### config.mk
export PLATFORM = sky130hd
export DESIGN_NAME = gray_ramp_sampler
export DESIGN_NICKNAME = d
export VERILOG_FILES = /design/src/rtl/gray_ramp_pkg.sv /design/src/rtl/grs_edge_detect.sv /design/src/rtl/grs_step_counter.sv /design/src/rtl/grs_channel.sv /design/src/rtl/gray_ramp_sampler.sv
export SDC_FILE = /design/constraint.sdc
export NUM_CORES = 1
export LEC_CHECK = 0
export BUFFER_PORTS_ARGS = -buffer_cell sky130_fd_sc_hd__buf_2
export CORE_AREA = 2 2 125 217
export DETAILED_ROUTE_END_ITERATION = 8
export DIE_AREA = 0 0 127 219
export PLACE_DENSITY = 0.73
export SETUP_SLACK_MARGIN = 0.4
export SYNTH_ARGS = -nofsm -noshare
export SYNTH_HDL_FRONTEND = slang
export SYNTH_SLANG_ARGS = --single-unit
### constraint.sdc
create_clock -name clk -period 2.8 [get_ports clk]
set_clock_uncertainty 0.15 [all_clocks]
set_input_delay 0 -clock clk [delete_from_list [all_inputs] [get_ports clk]]
set_output_delay 0 -clock clk [all_outputs]
set_load 0.02 [all_outputs]
### src/rtl/gray_ramp_pkg.sv
package gray_ramp_pkg;
    typedef enum logic [1:0] {
        ST_IDLE = 2'd0,
        ST_HOLD = 2'd1,
        ST_RUN  = 2'd2
    } conv_state_t;
endpackage

### src/rtl/grs_edge_detect.sv
module grs_edge_detect (
    input  logic clk,
    input  logic rst_n,
    input  logic sig_in,
    output logic rise,
    output logic fall
);
    logic prev_q;

    always_ff @(posedge clk or negedge rst_n) begin
        if (!rst_n) prev_q <= 1'b0;
        else        prev_q <= sig_in;
    end

    assign rise = sig_in & ~prev_q;
    assign fall = ~sig_in & prev_q;
endmodule

### src/rtl/grs_step_counter.sv
module grs_step_counter #(
    parameter int W = 7
) (
    input  logic         clk,
    input  logic         rst_n,
    input  logic         clr,
    input  logic         inc,
    output logic [W-1:0] count
);
    localparam logic [W-1:0] MAXV = {W{1'b1}};

    always_ff @(posedge clk or negedge rst_n) begin
        if (!rst_n)                    count <= '0;
        else if (clr)                  count <= '0;
        else if (inc && count != MAXV) count <= count + 1'b1;
    end

    // counter holds at its top value
    a_r6_saturate: assert property (@(posedge clk) disable iff (!rst_n)
        ($past(inc) && !$past(clr) && $past(count) == MAXV) |-> count == MAXV);
    // a clear returns the counter to zero
    a_r3_clear_zero: assert property (@(posedge clk) disable iff (!rst_n)
        $past(clr) |-> count == '0);
endmodule

### src/rtl/grs_channel.sv
module grs_channel #(
    parameter int W = 7
) (
    input  logic         clk,
    input  logic         rst_n,
    input  logic         capture,
    input  logic         start,
    input  logic         step,
    input  logic [W-1:0] din,
    input  logic [W-1:0] count,
    output logic         win
);
    logic [W-1:0] code_q;

    always_ff @(posedge clk or negedge rst_n) begin
        if (!rst_n)       code_q <= '0;
        else if (capture) code_q <= din;
    end

    always_ff @(posedge clk or negedge rst_n) begin
        if (!rst_n)                         win <= 1'b0;
        else if (start)                     win <= 1'b1;
        else if (step && count == code_q)   win <= 1'b0;
    end

    // stored code changes only on a capture
    a_r2_code_held: assert property (@(posedge clk) disable iff (!rst_n)
        !$past(capture) |-> code_q == $past(code_q));
    // a start opens the window
    a_r3_open_on_start: assert property (@(posedge clk) disable iff (!rst_n)
        $past(start) |-> win);
    // a window closes only on a step that matches its code
    a_r4_close_on_match: assert property (@(posedge clk) disable iff (!rst_n)
        $fell(win) |-> ($past(step) && $past(count) == $past(code_q)));
endmodule

### src/rtl/gray_ramp_sampler.sv
module gray_ramp_sampler
    import gray_ramp_pkg::*;
#(
    parameter int NCH = 32,
    parameter int W   = 7
) (
    input  logic           clk,
    input  logic           rst_n,
    input  logic           load_cnt,
    input  logic           cnt_clk,
    input  logic [NCH*W-1:0] data_in,
    output logic [NCH-1:0] win,
    output logic           clr_out,
    output logic           busy
);
    localparam logic [W-1:0] MAXV = {W{1'b1}};

    conv_state_t state_q, state_n;
    logic ld_rise, ld_fall, cc_rise, cc_fall_unused;
    logic ld_fall_unused;
    logic capture, start, step;
    logic [W-1:0] count;

    grs_edge_detect u_ld_edge (
        .clk(clk), .rst_n(rst_n), .sig_in(load_cnt),
        .rise(ld_rise), .fall(ld_fall)
    );
    grs_edge_detect u_cc_edge (
        .clk(clk), .rst_n(rst_n), .sig_in(cnt_clk),
        .rise(cc_rise), .fall(cc_fall_unused)
    );
    assign ld_fall_unused = cc_fall_unused;

    assign capture = ld_rise;
    assign start   = ld_fall && (state_q == ST_HOLD);
    assign step    = cc_rise && (state_q == ST_RUN) && !ld_rise;

    // next-state logic
    always_comb begin
        state_n = state_q;
        unique case (state_q)
            ST_IDLE: if (ld_rise) state_n = ST_HOLD;
            ST_HOLD: if (ld_fall) state_n = ST_RUN;
            ST_RUN: begin
                if (ld_rise)                        state_n = ST_HOLD;
                else if (step && count == MAXV)     state_n = ST_IDLE;
            end
            default: state_n = ST_IDLE;
        endcase
    end

    // state register
    always_ff @(posedge clk or negedge rst_n) begin
        if (!rst_n) state_q <= ST_IDLE;
        else        state_q <= state_n;
    end

    // registered outputs
    always_ff @(posedge clk or negedge rst_n) begin
        if (!rst_n) begin
            busy    <= 1'b0;
            clr_out <= 1'b0;
        end else begin
            busy    <= (state_n != ST_IDLE);
            clr_out <= start;
        end
    end

    grs_step_counter #(.W(W)) u_counter (
        .clk(clk), .rst_n(rst_n), .clr(start), .inc(step), .count(count)
    );

    for (genvar gi = 0; gi < NCH; gi++) begin : g_ch
        grs_channel #(.W(W)) u_ch (
            .clk(clk), .rst_n(rst_n),
            .capture(capture), .start(start), .step(step),
            .din(data_in[gi*W +: W]), .count(count),
            .win(win[gi])
        );
    end

    // the clear strobe comes with every window open
    a_r3_clr_opens: assert property (@(posedge clk) disable iff (!rst_n)
        clr_out |-> (&win));
    // the clear strobe lasts one cycle
    a_r3_clr_single: assert property (@(posedge clk) disable iff (!rst_n)
        clr_out |=> !clr_out);
    // when idle, no window is open
    a_r7_idle_closed: assert property (@(posedge clk) disable iff (!rst_n)
        !busy |-> (win == '0));
    // windows never open outside a start
    a_r8_open_only_start: assert property (@(posedge clk) disable iff (!rst_n)
        (win & ~$past(win)) != '0 |-> $past(start));
endmodule

# Word level (Yosys, flattened, before mapping)

Index checks and enable logic that the tools add are counted.

Register bits after elaboration: 269
Input bits: 228
Output and inout bits: 34
Logic and storage cells: 257

Add/sub/neg operators: 1
Equality and inequality tests: 36
Muxes and demuxes: 71
Bitwise operators: 6
Reduce and logical (&&, ||, !) cells: 73

Operator list:

| cell                                                                  | number |
|---|---|
| 7-bit equality test                                                   | 32 |
| 2-bit nonzero test                                                    | 34 |
| 1-bit two-way mux                                                     | 64 |
| 1-bit logical AND                                                     | 37 |
| 7-bit two-way mux                                                     | 2 |
| 2-bit two-way mux                                                     | 4 |
| 7-bit by 1-bit adder with 7-bit output, second input constant         | 1 |
| 7-bit equality test, second input constant                            | 1 |
| 7-bit != test, second input constant                                  | 1 |
| 2-bit case mux with 3 select lines                                    | 1 |
| 1-bit bitwise AND                                                     | 3 |
| 1-bit inverter                                                        | 3 |
| 2-bit by 1-bit equality test with 1-bit output, second input constant | 1 |
| 2-bit equality test, second input constant                            | 1 |
| 2-bit zero test                                                       | 1 |
| 1-bit zero test                                                       | 1 |

# Longest topological paths before layout

Word-level depth: 9
Mapped depth: 6
Mapped depth without buffers: 5

# Modules after synthesis

From an unflattened synthesis, not the netlist that was laid out.

Cells, all modules: 929
Area total of the unflattened synthesis: 12580.8 um^2

By module, submodules not included:

| module            | times used | cells an instance | area an instance (um^2) | sequential area each (um^2) |
|---|---|---|---|---|
| grs_channel       | 32         | 27                | 371.6                   | 200.2 |
| grs_step_counter  | 1          | 41                | 427.9                   | 175.2 |
| gray_ramp_sampler | 1          | 18                | 181.4                   | 100.1 |
| grs_edge_detect   | 2          | 3                 | 40.0                    | 25.0 |

# Worst setup path before layout

OpenSTA, ideal clock, no wires.

Path type: register to register
Start point: register u_counter.count[0]
End point: register g_ch[0].u_ch.win
Setup time: 0.126 ns
Data arrival time: 1.313 ns
Required time: 2.524 ns
Setup slack: 1.211 ns
Stages on the path, launching flop included: 6
Buffers on the path: 2
Period minus slack after synthesis: 1.589 ns
Cells stage by stage: dfrtp_1 buf_2 buf_2 xnor2_1 nand4_1 o32a_1

Cells in the longest elaborated chain, start to end: 3

RTL lines:

| element                             | line                   | RTL |
|---|---|---|
| start: declaration                  | grs_step_counter.sv:8  | `output logic [W-1:0] count` |
| start signal: assignment            | grs_step_counter.sv:15 | `else if (inc && count != MAXV) count <= count + 1'b1;` |
| 7-bit equality test                 | grs_channel.sv:23      | `else if (step && count == code_q) win <= 1'b0;` |
| 1-bit logical AND                   | grs_channel.sv:23      |  |
| 2-bit nonzero test (no source line) | -                      |  |
| end signal: assignment              | grs_channel.sv:21      | `if (!rst_n) win <= 1'b0;` |
| end signal: assignment              | grs_channel.sv:22      | `else if (start) win <= 1'b1;` |
| end signal: assignment              | grs_channel.sv:23      |  |
| end: declaration                    | grs_channel.sv:11      | `output logic win` |

No other way between the ends.
A chain may end at the register's enable or synchronous reset.

# Final worst setup path

Start point: register u_counter.count[1]
End point: register u_counter.count[4]

Cells in the longest elaborated chain, start to end: 3
Elaborated cells on any way between the ends: 6
Those cells by class: 1 x add/sub; 1 x eq/ne; 2 x mux; 2 x reduce/logical

RTL lines:

| element                                                                 | line |
|---|---|
| 7-bit by 1-bit adder with 7-bit output or 7-bit != test (tied branches) | grs_step_counter.sv:15 |
| 7-bit two-way mux or 1-bit logical AND (tied branches)                  | grs_step_counter.sv:15 |
| 7-bit two-way mux or 2-bit nonzero test (tied branches)                 | - |

Several ways; a longest one is shown, not always the timed one. The select of a mux whose other input is x is not followed.

==> flow_summary.toml <==
[finish]
final_cells = 2188
nets = 2074
final_common_cell = "nand2_1"
seq_area_um2 = 6740
drive_gt1_frac = 0.179
fin_area_um2 = 17400
fill_cells = 1860
multi_input_area_um2 = 5460
final_cell_mix = "nand2_1 (676), dfrtp_1 (262), buf_2 (260), dlygate4sd3_1 (228), xnor2_1 (224)"
areaGrowthSynthToFinish_pct = 35.7

[sta]
fmax_ghz = 0.482
drv_slew = 0
post-route-min-period_ns = 2.07
hold_violations = 0
postLayoutSetupSlackWorst_ns = 0.727
max_slew_margin = 0.322
hold_ws_ns = 0.0294
setup_viol = 0
timing.final.crit_share = 0.740
setup_tns_ns = 0
rsz0062_at_grt = "false"
worstMarginPinSlew_ns = 1.02

[worst_setup_path]
r2r-end = "u_counter.count[4]"
crit_chain = "ha_1 -> nand3_1 -> nor2_1 -> nor4_1 -> o21a_1"
r2r-start = "u_counter.count[1]"
worst_r2r_path_depth = 5
worst-path-max-fanout = 17
required_ns = 3.07
critical_path.endpoint_type = "register"
r2r_slack_ns = 0.73
start_kind = "register"
worst_path_largest_cell_delay_ns = 0.72
cp_slowest_cell = "dfrtp_2"
crit_type = "register to register"
crit_arrival_ns = 2.35

[synthesis]
synth_flop_cell = "dfrtp_1"
synth-edff-count = 0
synth_top_area_cell = "dfrtp_1"
synth.distinct_cells = 33
synth_cells = 1425
ys_seq_area_frac = 0.525
synth_top_area_share = 0.525
syn_avg_cell_area_um2 = 9.00
syn_nets = 1654
synth.cell_area_um2 = 12800
yosys-top-cells-area = "dfrtp_1 (52%), nand2_1 (20%), xnor2_1 (15%), o32a_1 (2.5%), buf_4 (2.0%)"
synthArstFlopShare = 1.00
ys_seq_elements = 269
yosys_warnings = 0

[cts]
cts-root-buf = "clkbuf_16"
cts_made_buffers = 25
clk_path_buf_depth = 3
path_clk_slew_ns = 0.07
cts_max_level = 1
numClockSinks = 269
worstSkewPairLatency_ns = 0.54
tritoncts = "built"
post_cts_buffers = 0

[place]
gp_congestion = 0.811
placed_cell_area_um2 = 14200
dp_cells = 1910
dp_hpwl_um = 22000
dp_slack_ns = 0.766
portBuffers = 261

[die]
core_area_um2 = 26000
initial_utilization = 0.494
chipWidth_um = 127
row_count = 78
die_area_um2 = 27800
dieHeight_um = 219
ios = 262

[worst_hold_path]
whs_path_depth = 4
min_from = "data_in[24]"
whs_endpoint = "g_ch[3].u_ch.code_q[3]"
hold_path.class = "input pin to register"

[status]
status = "completed"

[global_routing]
grt_max_degree = 226
grt_pass1_wl_um = 63400
globalRoute.totalOverflow = 0
grtUsageTotal = 0.290
antenna_found_initial = 1
grt_pass1_vias = 12100

[routing]
wire_per_inst_um = 18.5
ant_nets = 0
via_count = 11600
drc_errors = 0
drt-pass1-iter-count = 5
vias_per_cell = 5.29
drt_iter0_markers = 867
wirelength_um = 40600

[job]
cap_violations = 0

[power_and_ir_drop]
p_leak_uw = 0.00820
power_density_nw_per_um2 = 627
vdd_drop_max_mv = 0.592
[sequential cells by signal, indices dropped and copies added, names as in the netlist]
name and count:
state_q 2, u_counter.count 7, busy 1, u_ld_edge.prev_q 1
g_ch.u_ch.win 32, g_ch.u_ch.code_q 224, u_cc_edge.prev_q 1, clr_out 1
[power breakdown]
group | switching (uW) | internal (uW)
logic | 1220 | 1190
clock network | 1530 | 2130
registers | 450 | 4390
[cells by family (layout without fill, tap and decap cells)]
family                     Yosys count  after routing  share of synthesized area
and+or+nand+nor                    765            765                      0.238
xor gates and xnor gates           224            224                      0.153
AOI/OAI and AO/OA                   43             43                     0.0306
DFF                                269            269                      0.525
other                                0              4                          0
buffers and inverters              120            559                     0.0504
adders and majority gates            1              1                   0.000975
muxes                                3              3                    0.00234
[area by class of cell]
class	instances	area share
Sequential cell	269	0.387
Multi-Input combinational cell	1036	0.314
Timing Repair Buffer	511	0.225
Clock buffer	36	0.0406
Tap cell	320	0.0230
Clock inverter	10	0.00906
Antenna cell	4	0.000575
Inverter	2	0.000431
[repair_timing]
action,CTS,global route
resized for setup,0,0
hold endpoints to repair,502,0
hold buffers,228,0
[routing by layer]
metal / global-route usage / vias to the layer above / wire, um
met2: 0.508 / 538 / 20800
met5: 0 / - / 0
met4: 0.176 / 0 / 2610
met1: 0.336 / 5575 / 14800
met3: 0.0392 / 187 / 2350
li1: - / 5285 / -
[Yosys cell counts, types with 2 or more instances]
cell type	count
nor2b_1	3
buf_1	7
nor2_1	4
nand2b_1	2
mux2i_1	3
a21oi_1	2
nand3_1	40
o32a_1	32
buf_2	49
buf_4	34
nand4_1	32
xnor2_1	224
dfrtp_1	269
nand2_1	676
nor3_1	2
clkbuf_1	27
o21ai_0	3
[worst max-delay path by stage]
stage | startpoint | to
final | u_counter.count[1] | u_counter.count[4]
after global placement | u_counter.count[1] | u_counter.count[4]
after detailed placement | u_counter.count[1] | u_counter.count[4]
after floorplan | u_counter.count[0] | g_ch[0].u_ch.win
after CTS | u_counter.count[1] | u_counter.count[4]
after global routing | u_counter.count[1] | u_counter.count[1]
[per-stage QoR]
stage	total power (uW)	util
6_report	10900	0.670
5_1_grt	11400	0.670
4_1_cts	10900	0.670
3_5_place_dp	7000	0.549
3_3_place_gp	6940	0.549
2_1_floorplan	6330	-
[worst max-delay path, delay by kind of cell, from the launching register on]
family | cells | cell delay, ns
compound gates | 1 | 0.21
fa+ha+maj | 1 | 0.32
flops | 1 | 0.72
simple gates | 3 | 0.55
(Power assumes the default switching activity.)
